[src/rtl/srb_pkg.sv]
package srb_pkg;

    typedef enum logic [2:0] {
        ST_IDLE,
        ST_REQ,
        ST_LAUNCH,
        ST_BUSY,
        ST_PRECH
    } srb_state_e;

    typedef struct packed {
        logic share_en;
        logic sdram;
    } srb_cfg_t;

endpackage

[src/rtl/srb_cfg_hold.sv]
module srb_cfg_hold
    import srb_pkg::*;
(
    input  logic     clk,
    input  logic     por_n,
    input  srb_cfg_t cfg_in,
    output srb_cfg_t cfg_q
);

    // Configuration follows the pins only while power-on reset is held.
    always_ff @(posedge clk) begin
        if (!por_n) begin
            cfg_q <= cfg_in;
        end
    end

endmodule

[src/rtl/srb_gnt_qual.sv]
module srb_gnt_qual #(
    parameter int QUAL_CYC = 2
) (
    input  logic clk,
    input  logic rst,
    input  logic req,
    input  logic gnt,
    output logic qualified
);

    localparam int CNT_W = $clog2(QUAL_CYC + 2);
    localparam logic [CNT_W-1:0] CNT_TOP = CNT_W'(QUAL_CYC);

    logic [CNT_W-1:0] seen_cnt;

    // Consecutive edges with the grant high while requesting, saturating.
    always_ff @(posedge clk) begin
        if (rst || !(req && gnt)) begin
            seen_cnt <= '0;
        end else if (seen_cnt != CNT_TOP) begin
            seen_cnt <= seen_cnt + 1'b1;
        end
    end

    assign qualified = (seen_cnt == CNT_TOP);

endmodule

[src/rtl/srb_delay_line.sv]
module srb_delay_line #(
    parameter int DEPTH = 2
) (
    input  logic clk,
    input  logic rst,
    input  logic d,
    output logic q
);

    generate
        if (DEPTH == 0) begin : g_wire
            assign q = d;
        end else begin : g_shift
            logic [DEPTH-1:0] taps;
            always_ff @(posedge clk) begin
                if (rst) begin
                    taps <= '0;
                end else if (DEPTH == 1) begin
                    taps <= d;
                end else begin
                    taps <= {taps[DEPTH-2:0], d};
                end
            end
            assign q = taps[DEPTH-1];
        end
    endgenerate

endmodule

[src/rtl/srb_requester.sv]
module srb_requester
    import srb_pkg::*;
#(
    parameter int REGION_W      = 3,
    parameter int SHARED_REGION = 2,
    parameter int QUAL_CYC      = 2,
    parameter int PRECH_CYC     = 3,
    parameter int REQ_DLY       = 2
) (
    input  logic                clk,
    input  logic                por_n,
    input  logic                soft_rst_n,
    input  logic                cfg_share_en,
    input  logic                cfg_sdram,
    input  logic                acc_req,
    input  logic [REGION_W-1:0] acc_region,
    input  logic                acc_refresh,
    input  logic                shr_done,
    input  logic                bus_gnt,
    output logic                acc_start,
    output logic                acc_wait,
    output logic                bus_req,
    output logic                buf_en,
    output logic                req_dly
);

    localparam logic [REGION_W-1:0] SHR_ID = REGION_W'(SHARED_REGION);
    localparam int PC_W = $clog2(PRECH_CYC + 2);
    localparam logic [PC_W-1:0] PC_LOAD = (PRECH_CYC > 0) ? PC_W'(PRECH_CYC - 1) : '0;
    localparam bit USE_PRECH = (PRECH_CYC > 0);

    srb_state_e state, state_nx;
    srb_cfg_t   cfg_q;
    logic       rst;
    logic       is_shared;
    logic       shr_pend;
    logic       bypass_go;
    logic       gnt_ok;
    logic       shr_start;
    logic       sdram_mode;
    logic [PC_W-1:0] prech_cnt;

    assign rst = !por_n || !soft_rst_n;

    srb_cfg_hold u_cfg (
        .clk    (clk),
        .por_n  (por_n),
        .cfg_in ('{share_en: cfg_share_en, sdram: cfg_sdram}),
        .cfg_q  (cfg_q)
    );

    srb_gnt_qual #(.QUAL_CYC(QUAL_CYC)) u_qual (
        .clk       (clk),
        .rst       (rst),
        .req       (bus_req),
        .gnt       (bus_gnt),
        .qualified (gnt_ok)
    );

    srb_delay_line #(.DEPTH(REQ_DLY)) u_dly (
        .clk (clk),
        .rst (rst),
        .d   (bus_req),
        .q   (req_dly)
    );

    // Request classification.
    assign sdram_mode = cfg_q.sdram;
    assign is_shared  = cfg_q.share_en && (acc_region == SHR_ID);
    assign shr_pend   = acc_req && is_shared && !acc_refresh;
    assign bypass_go  = acc_req && !is_shared;

    // Next-state logic.
    always_comb begin
        state_nx = state;
        unique case (state)
            ST_IDLE: begin
                if (shr_pend) state_nx = ST_REQ;
            end
            ST_REQ: begin
                if (gnt_ok && bus_gnt) state_nx = ST_LAUNCH;
            end
            ST_LAUNCH: begin
                state_nx = ST_BUSY;
            end
            ST_BUSY: begin
                if (shr_done) begin
                    if (shr_pend && gnt_ok && bus_gnt) begin
                        state_nx = ST_LAUNCH;
                    end else if (shr_pend) begin
                        state_nx = ST_REQ;
                    end else if (sdram_mode && USE_PRECH) begin
                        state_nx = ST_PRECH;
                    end else begin
                        state_nx = ST_IDLE;
                    end
                end
            end
            ST_PRECH: begin
                if (prech_cnt == '0) state_nx = ST_IDLE;
            end
            default: state_nx = ST_IDLE;
        endcase
    end

    // State register, precharge counter and buffer enable.
    always_ff @(posedge clk) begin
        if (rst) begin
            state     <= ST_IDLE;
            prech_cnt <= '0;
            buf_en    <= 1'b0;
        end else begin
            state <= state_nx;
            if (state_nx == ST_PRECH && state != ST_PRECH) begin
                prech_cnt <= PC_LOAD;
            end else if (state == ST_PRECH && prech_cnt != '0) begin
                prech_cnt <= prech_cnt - 1'b1;
            end
            if (state_nx == ST_IDLE) begin
                buf_en <= 1'b0;
            end else if (bus_req && bus_gnt) begin
                buf_en <= 1'b1;
            end
        end
    end

    // Outputs decoded from the state.
    always_comb begin
        bus_req   = (state != ST_IDLE);
        shr_start = (state == ST_LAUNCH);
        acc_start = shr_start || bypass_go;
        acc_wait  = shr_pend && !shr_start;
    end

endmodule

[config.mk]
export PLATFORM = sky130hd
export DESIGN_NAME = srb_requester
export DESIGN_NICKNAME = d
export VERILOG_FILES = /design/src/rtl/srb_pkg.sv /design/src/rtl/srb_cfg_hold.sv /design/src/rtl/srb_gnt_qual.sv /design/src/rtl/srb_delay_line.sv /design/src/rtl/srb_requester.sv
export SDC_FILE = /design/constraint.sdc
export NUM_CORES = 1
export LEC_CHECK = 0
export BUFFER_PORTS_ARGS = -buffer_cell sky130_fd_sc_hd__buf_2
export CORE_MARGIN = 1.5
export CORE_UTILIZATION = 35
export CTS_CLUSTER_SIZE = 25
export DETAILED_ROUTE_END_ITERATION = 8
export GPL_TIMING_DRIVEN = 0
export SYNTH_ARGS = -nofsm -noshare
export SYNTH_HDL_FRONTEND = slang
export SYNTH_SLANG_ARGS = --single-unit
[constraint.sdc]
create_clock -name clk -period 3.3 [get_ports clk]
set_input_delay 0.495 -clock clk [delete_from_list [all_inputs] [get_ports clk]]
set_output_delay 0.495 -clock clk [all_outputs]
set_load 0.05 [all_outputs]
### Word level (Yosys, flattened, before mapping)

Index checks and enable logic that the tools add are counted.
W data, S select, Z words.

| operators by class | value |
|---|---|
| add/sub/neg operators | 2 |
| equality and inequality tests | 9 |
| mux-type cells | 10 |
| reductions and logical operators | 28 |

Operators with widths:

| operator | count |
|---|---|
| $mux W3 | 7 |
| $pmux W3 S5 | 1 |
| $logic_and A1 B1 Y1 | 11 |
| $eq A3 B2 Y1 const B | 3 |
| $logic_not A3 Y1 | 3 |
| $eq A3 B3 Y1 const B | 2 |
| $logic_not A1 Y1 | 6 |
| $reduce_bool A3 Y1 | 2 |
| $mux W2 | 2 |
| $reduce_or A2 Y1 | 2 |
| $eq A3 B1 Y1 const B | 1 |
| $logic_or A1 B1 Y1 | 3 |
| $ne A3 B3 Y1 const B | 1 |
| $sub A3 B1 Y3 const B | 1 |
| $add A2 B1 Y2 const B | 1 |
| $eq A2 B2 Y1 const B | 1 |
| $ne A2 B2 Y1 const B | 1 |
| $reduce_bool A2 Y1 | 1 |

| storage, ports and cells | value |
|---|---|
| register bits after elaboration | 13 |
| input port bits | 12 |
| output and inout port bits | 5 |
| word-level logic and storage cells | 57 |

### Depth between registers and ports, before layout

| logic depth | value |
|---|---|
| word-level depth | 12 |
| gate-level depth with buffers | 7 |
| mapped depth without buffers | 7 |

### Modules after synthesis

A second synthesis with hierarchy kept.

| unflattened totals | value |
|---|---|
| cell total of the unflattened synthesis | 68 |
| area total of the unflattened synthesis | 676.9 um^2 |

By module, submodules not included:

| module | times used | cells an instance | area each (um^2) | sequential area each (um^2) |
|---|---|---|---|---|
| srb_requester | 1 | 50 | 452.9 | 140.1 |
| srb_gnt_qual | 1 | 11 | 107.6 | 40.0 |
| srb_cfg_hold | 1 | 3 | 63.8 | 60.1 |
| srb_delay_line | 1 | 4 | 52.6 | 40.0 |

### Least setup slack after synthesis

No wires, ideal clock.

| path | value |
|---|---|
| path kind | input -> output |
| start | in acc_region[2] |
| end | out acc_wait |
| arrival time | 1.750 ns |
| required time | 2.805 ns |
| path slack | 1.055 ns |
| stages on the path | 3 |
| path buffers | 0 |
| cells stage by stage | nand4bb_4 or2_1 a21oi_1 |

| on the way | value |
|---|---|
| cells in the longest elaborated chain, start to end | 5 |

Ends and longest elaborated chain:

| what | RTL line | RTL |
|---|---|---|
| start: declaration | srb_requester.sv:16 | `input logic [REGION_W-1:0] acc_region,` |
| $eq A3 B2 Y1 | srb_requester.sv:69 | `assign is_shared = cfg_q.share_en && (acc_region == SHR_ID);` |
| $logic_and A1 B1 Y1 | srb_requester.sv:69 |  |
| $logic_and A1 B1 Y1 (2 in a row) | srb_requester.sv:70 | `assign shr_pend = acc_req && is_shared && !acc_refresh;` |
| $logic_and A1 B1 Y1 | srb_requester.sv:132 | `acc_wait = shr_pend && !shr_start;` |
| end: declaration | srb_requester.sv:21 | `output logic acc_wait,` |

No other way between the ends.

### Worst setup path in the final report

Same ends and word-level chain as after synthesis.

==> summary by stage <==
Outcome
The run finished with clean final reports.

Routing
The violation count after the first detailed-routing iteration is 4. The remaining design rule violation count is 0. Once detail routing completed, the nets flagged for antenna violations numbered 0. The number of vias per cell is roughly 4.6. The total length of routed wires is 1.19 mm. The total via count after detailed routing is roughly 520. For this run, the detailed router's first-pass iteration total came to 4. After detailed routing, the average wire length per cell comes to between 10 and 15 um.

Setup path
The maximum net fanout on the critical path is 5. The kind of cell with the highest combined delay on the critical path is simple AND/OR/NAND/NOR gates. The flop-to-flop setup slack is about 1.8 ns.

The worst setup path is captured at an output pin. The signal on the critical path passes through buf_2 -> nand4bb_4 -> or2_1 -> a21oi_1 -> buf_2. The count of buffering cells on the critical path with inverters included is 2. The worst reg2reg path endpoint is buf_en. On the critical path, the stage with the largest delay is an instance of sky130_fd_sc_hd__buf_2. For this run, the slowest stage of the critical path takes between 0.2 and 0.3 ns. The critical path launch point is acc_region[2].

In this design, the critical path's most frequently occurring cell is sky130_fd_sc_hd__buf_2. The type of origin of the critical path is a primary input. The data arrival time of the critical path is 1.48 ns. Measured in cells, the most critical reg-to-reg path has a length of 6. By startpoint and endpoint, the worst setup path is classified as primary input to output pin.

At the worst endpoint, the required time is 2.80 ns. The startpoint identified for the worst register-to-register timing path is prech_cnt[0].

CTS
The clock-pin transition on the worst setup and hold timing paths is approximately 0.08 ns. The buffer count from post-CTS setup fixing is 0. The maximum buffer depth of the clock tree is 2.

The count of instances resized after the clock tree is built is 0. In this run, CTS created clock tree buffers numbering 3. The tree built by TritonCTS fans out to 13 sinks. TritonCTS built the clock tree. The tree is rooted in a sky130_fd_sc_hd__clkbuf_4. CTS built an H-tree with a depth of 1. The count of hold buffers inserted by post-cts repair is 0. The clock latency on the worst-skew pair is roughly 0.27 ns.

STA
Between clock sinks in the finished design, the worst skew comes to between 0.003 and 0.004 ns. The clock period could shrink to about 2.0 ns. Setup repair after global routing left no endpoint under its margin. The number of endpoints failing setup at the final stage is 0.

The number of pins with negative max-slew slack in the final report was 0. The portion of the clock cycle consumed by the worst path in the final layout is 0.600. The transition time of the tightest slew-check pin is roughly 0.36 ns. Headroom to the max-slew limit came out at 0.757. The accumulated negative setup slack is 0 ns. Derived from the worst setup path, the maximum achievable clock frequency is approximately 510 MHz.

The final count of hold timing violations is 0. Hold is met by just under 0.4 ns.

Finish
The area used by multi-input combinational logic is 364 um2. The layout has roughly 190 filler cells. Once layout is done, the placed cells without fillers occupy 823 um2. The layout net count is roughly 100. The area overhead of the layout relative to synthesis is 20.1%. In the final layout, flip-flops and latches occupy approximately 280 um2. The number of antenna diodes in the final layout is 0. In the final layout, the share of cells above drive strength 1 is 0.341.

GRT
The layer with the highest usage is met2. After global routing the overflow that remains totals 0. The largest net degree at the start of global routing is 11. The met2 global-route usage is 0.224. The met3 global-route usage is 0.0231. The number of antenna violations at the first check in global routing was 0. The global-route met1 utilization is 0.170.

Across every metal layer, demand over resource in global routing totals 0.141. The number of global-route vias before repair is 539. The first global-routing pass estimated roughly 2.2 mm of wire.

Placement
Routability-driven placement finished with a final weighted congestion of approximately 0.69. During placement, the flow inserted port buffers numbering 16. Detailed placement finished with a half-perimeter wire length of roughly 940 um.

The total placed instance area is ~800 um2.

Power
IR analysis of the VDD net gives a maximum drop of 0.202 mV. The power per cell area is between 300 and 400 nW/um2. The analysis attributes to cell leakage a power of 0.325 nW.

Hold path
The hold path startpoint is cfg_share_en. The hold-critical path depth is 1. For hold timing, the worst endpoint is u_cfg.cfg_q[1].

In this run the worst hold path is classified as primary input to flip-flop.

Flow run
Max-cap violations in this run came to 0.

Yosys
Yosys printed 0 warnings. The cell count after synthesis is 68. The post-synthesis average cell area is 10.1 um2. The proportion of synthesized chip area in sequential cells is 0.409. The number of nets produced by synthesis is 83. The combined area of all synthesized cells is slightly below 700 um2.

After synthesis the netlist holds a flip-flop and latch count of 13. The count of cell types in the netlist is 30.

Die
The standard cell core area is approximately 1800 um2. The die is 47.3 um wide. The initial utilization of the core area, before any placement, comes to 0.385. Pin placement for this block handled 17 I/O pins. The die outline height is roughly 47 um. The die covers around 2200 um2. The row count is 15.
-- per-layer routing --
metal,vias up,wire [um]
li1,279,-
met1,231,549
met2,9,581
met3,2,38
met4,0,15
met5,-,0
-- registers in the layout, summed over array words and instances, names as in the netlist --
name / cells
buf_en: 1
u_qual.seen_cnt: 2
state: 3
u_dly.g_shift.taps: 2
u_cfg.cfg_q: 2
prech_cnt: 3
-- stage by stage --
step / setup WS, ns / total power (W) / util / instances
after detailed placement: 1.32 / 0.000189 / 0.447 / 109
after floorplan: 1.05 / 0.000179 / - / 68
after global placement: 1.33 / 0.000189 / 0.447 / 109
after global routing: 1.25 / 0.000294 / 0.462 / 113
after CTS: 1.32 / 0.000287 / 0.462 / 113
final: 1.32 / 0.000281 / 0.462 / 113
-- final cells by class --
class,count,area share
Clock buffer,4,0.0319
Timing Repair Buffer,16,0.0973
Inverter,5,0.0228
Multi-Input combinational cell,48,0.442
Sequential cell,13,0.340
Tap cell,25,0.0380
Buffer,2,0.0274
-- cells by family after synthesis --
kind of cell	share of synthesized area
flip-flops	0.409
AND/OR/NAND/NOR	0.297
XOR/XNOR	0.0256
buffers and inverters	0.0602
AO/OA/AOI/OAI	0.153
adder cells (fa/ha/maj)	0.0548
-- cell usage after synthesis --
cell | number | area share
sky130_fd_sc_hd__o211ai_2 | 1 | 0.018
sky130_fd_sc_hd__nand4bb_4 | 1 | 0.040
sky130_fd_sc_hd__nand3_2 | 1 | 0.015
sky130_fd_sc_hd__ha_1 | 3 | 0.055
sky130_fd_sc_hd__nand2_1 | 6 | 0.033
sky130_fd_sc_hd__buf_6 | 2 | 0.033
sky130_fd_sc_hd__o21bai_1 | 1 | 0.011
sky130_fd_sc_hd__nand2b_1 | 3 | 0.027
sky130_fd_sc_hd__nor2b_4 | 1 | 0.020
sky130_fd_sc_hd__a21oi_1 | 6 | 0.044
sky130_fd_sc_hd__xnor2_1 | 1 | 0.013
sky130_fd_sc_hd__or2_1 | 1 | 0.0091
sky130_fd_sc_hd__nand3_1 | 3 | 0.022
sky130_fd_sc_hd__dfxtp_1 | 11 | 0.32
sky130_fd_sc_hd__nor4_1 | 1 | 0.0091
sky130_fd_sc_hd__a2bb2oi_2 | 1 | 0.022
sky130_fd_sc_hd__a211oi_1 | 2 | 0.022
sky130_fd_sc_hd__inv_1 | 5 | 0.027
sky130_fd_sc_hd__nor2_1 | 5 | 0.027
sky130_fd_sc_hd__and4b_1 | 1 | 0.015
sky130_fd_sc_hd__and3_1 | 1 | 0.0091
sky130_fd_sc_hd__edfxtp_1 | 2 | 0.088
sky130_fd_sc_hd__and2b_1 | 1 | 0.011
sky130_fd_sc_hd__nor2_2 | 1 | 0.0091
sky130_fd_sc_hd__o21ai_1 | 1 | 0.0073
sky130_fd_sc_hd__or3_4 | 1 | 0.016
sky130_fd_sc_hd__a22o_2 | 1 | 0.015
sky130_fd_sc_hd__xor2_1 | 1 | 0.013
sky130_fd_sc_hd__nor4b_4 | 1 | 0.035
sky130_fd_sc_hd__o21ai_0 | 2 | 0.015
-- cell usage in the layout (no fill, tap or decap), types with 2 or more instances in the layout --
master,netlist,layout
sky130_fd_sc_hd__edfxtp_1,2,2
sky130_fd_sc_hd__a211oi_1,2,2
sky130_fd_sc_hd__o21ai_0,2,2
sky130_fd_sc_hd__buf_6,2,2
sky130_fd_sc_hd__clkbuf_4,0,3
sky130_fd_sc_hd__a21oi_1,6,6
sky130_fd_sc_hd__nor2_1,5,5
sky130_fd_sc_hd__nand2_1,6,6
sky130_fd_sc_hd__ha_1,3,3
sky130_fd_sc_hd__nand2b_1,3,3
sky130_fd_sc_hd__buf_2,0,16
sky130_fd_sc_hd__dfxtp_1,11,11
sky130_fd_sc_hd__nand3_1,3,3
sky130_fd_sc_hd__inv_1,5,5
-- how the worst max path moves through the flow --
stage / to / slack (ns) / cells after the start
5_1_grt: acc_wait / 1.25 / 5
6_report: acc_wait / 1.32 / 5
2_1_floorplan: acc_wait / 1.05 / 3
3_5_place_dp: acc_wait / 1.32 / 5
3_3_place_gp: acc_wait / 1.33 / 5
4_1_cts: acc_wait / 1.32 / 5
-- worst register-to-register path: stages, from the launching register on --
cell and delay [ns]:
sky130_fd_sc_hd__dfxtp_1 0.34, sky130_fd_sc_hd__inv_1 0.05, sky130_fd_sc_hd__ha_1 0.18, sky130_fd_sc_hd__ha_1 0.20, sky130_fd_sc_hd__nor4b_4 0.35, sky130_fd_sc_hd__nand2b_1 0.20
sky130_fd_sc_hd__a2bb2oi_2 0.14
-- power by group --
group | switching, W | internal, W | total, W | leakage [nW]
combinational | 0.0000121 | 0.00000935 | 0.0000215 | 0.201
clock | 0.0000491 | 0.0000468 | 0.0000959 | 0.0150
sequential | 0.00000105 | 0.000163 | 0.000164 | 0.108
No activity file was read; power rests on OpenSTA's default activity.
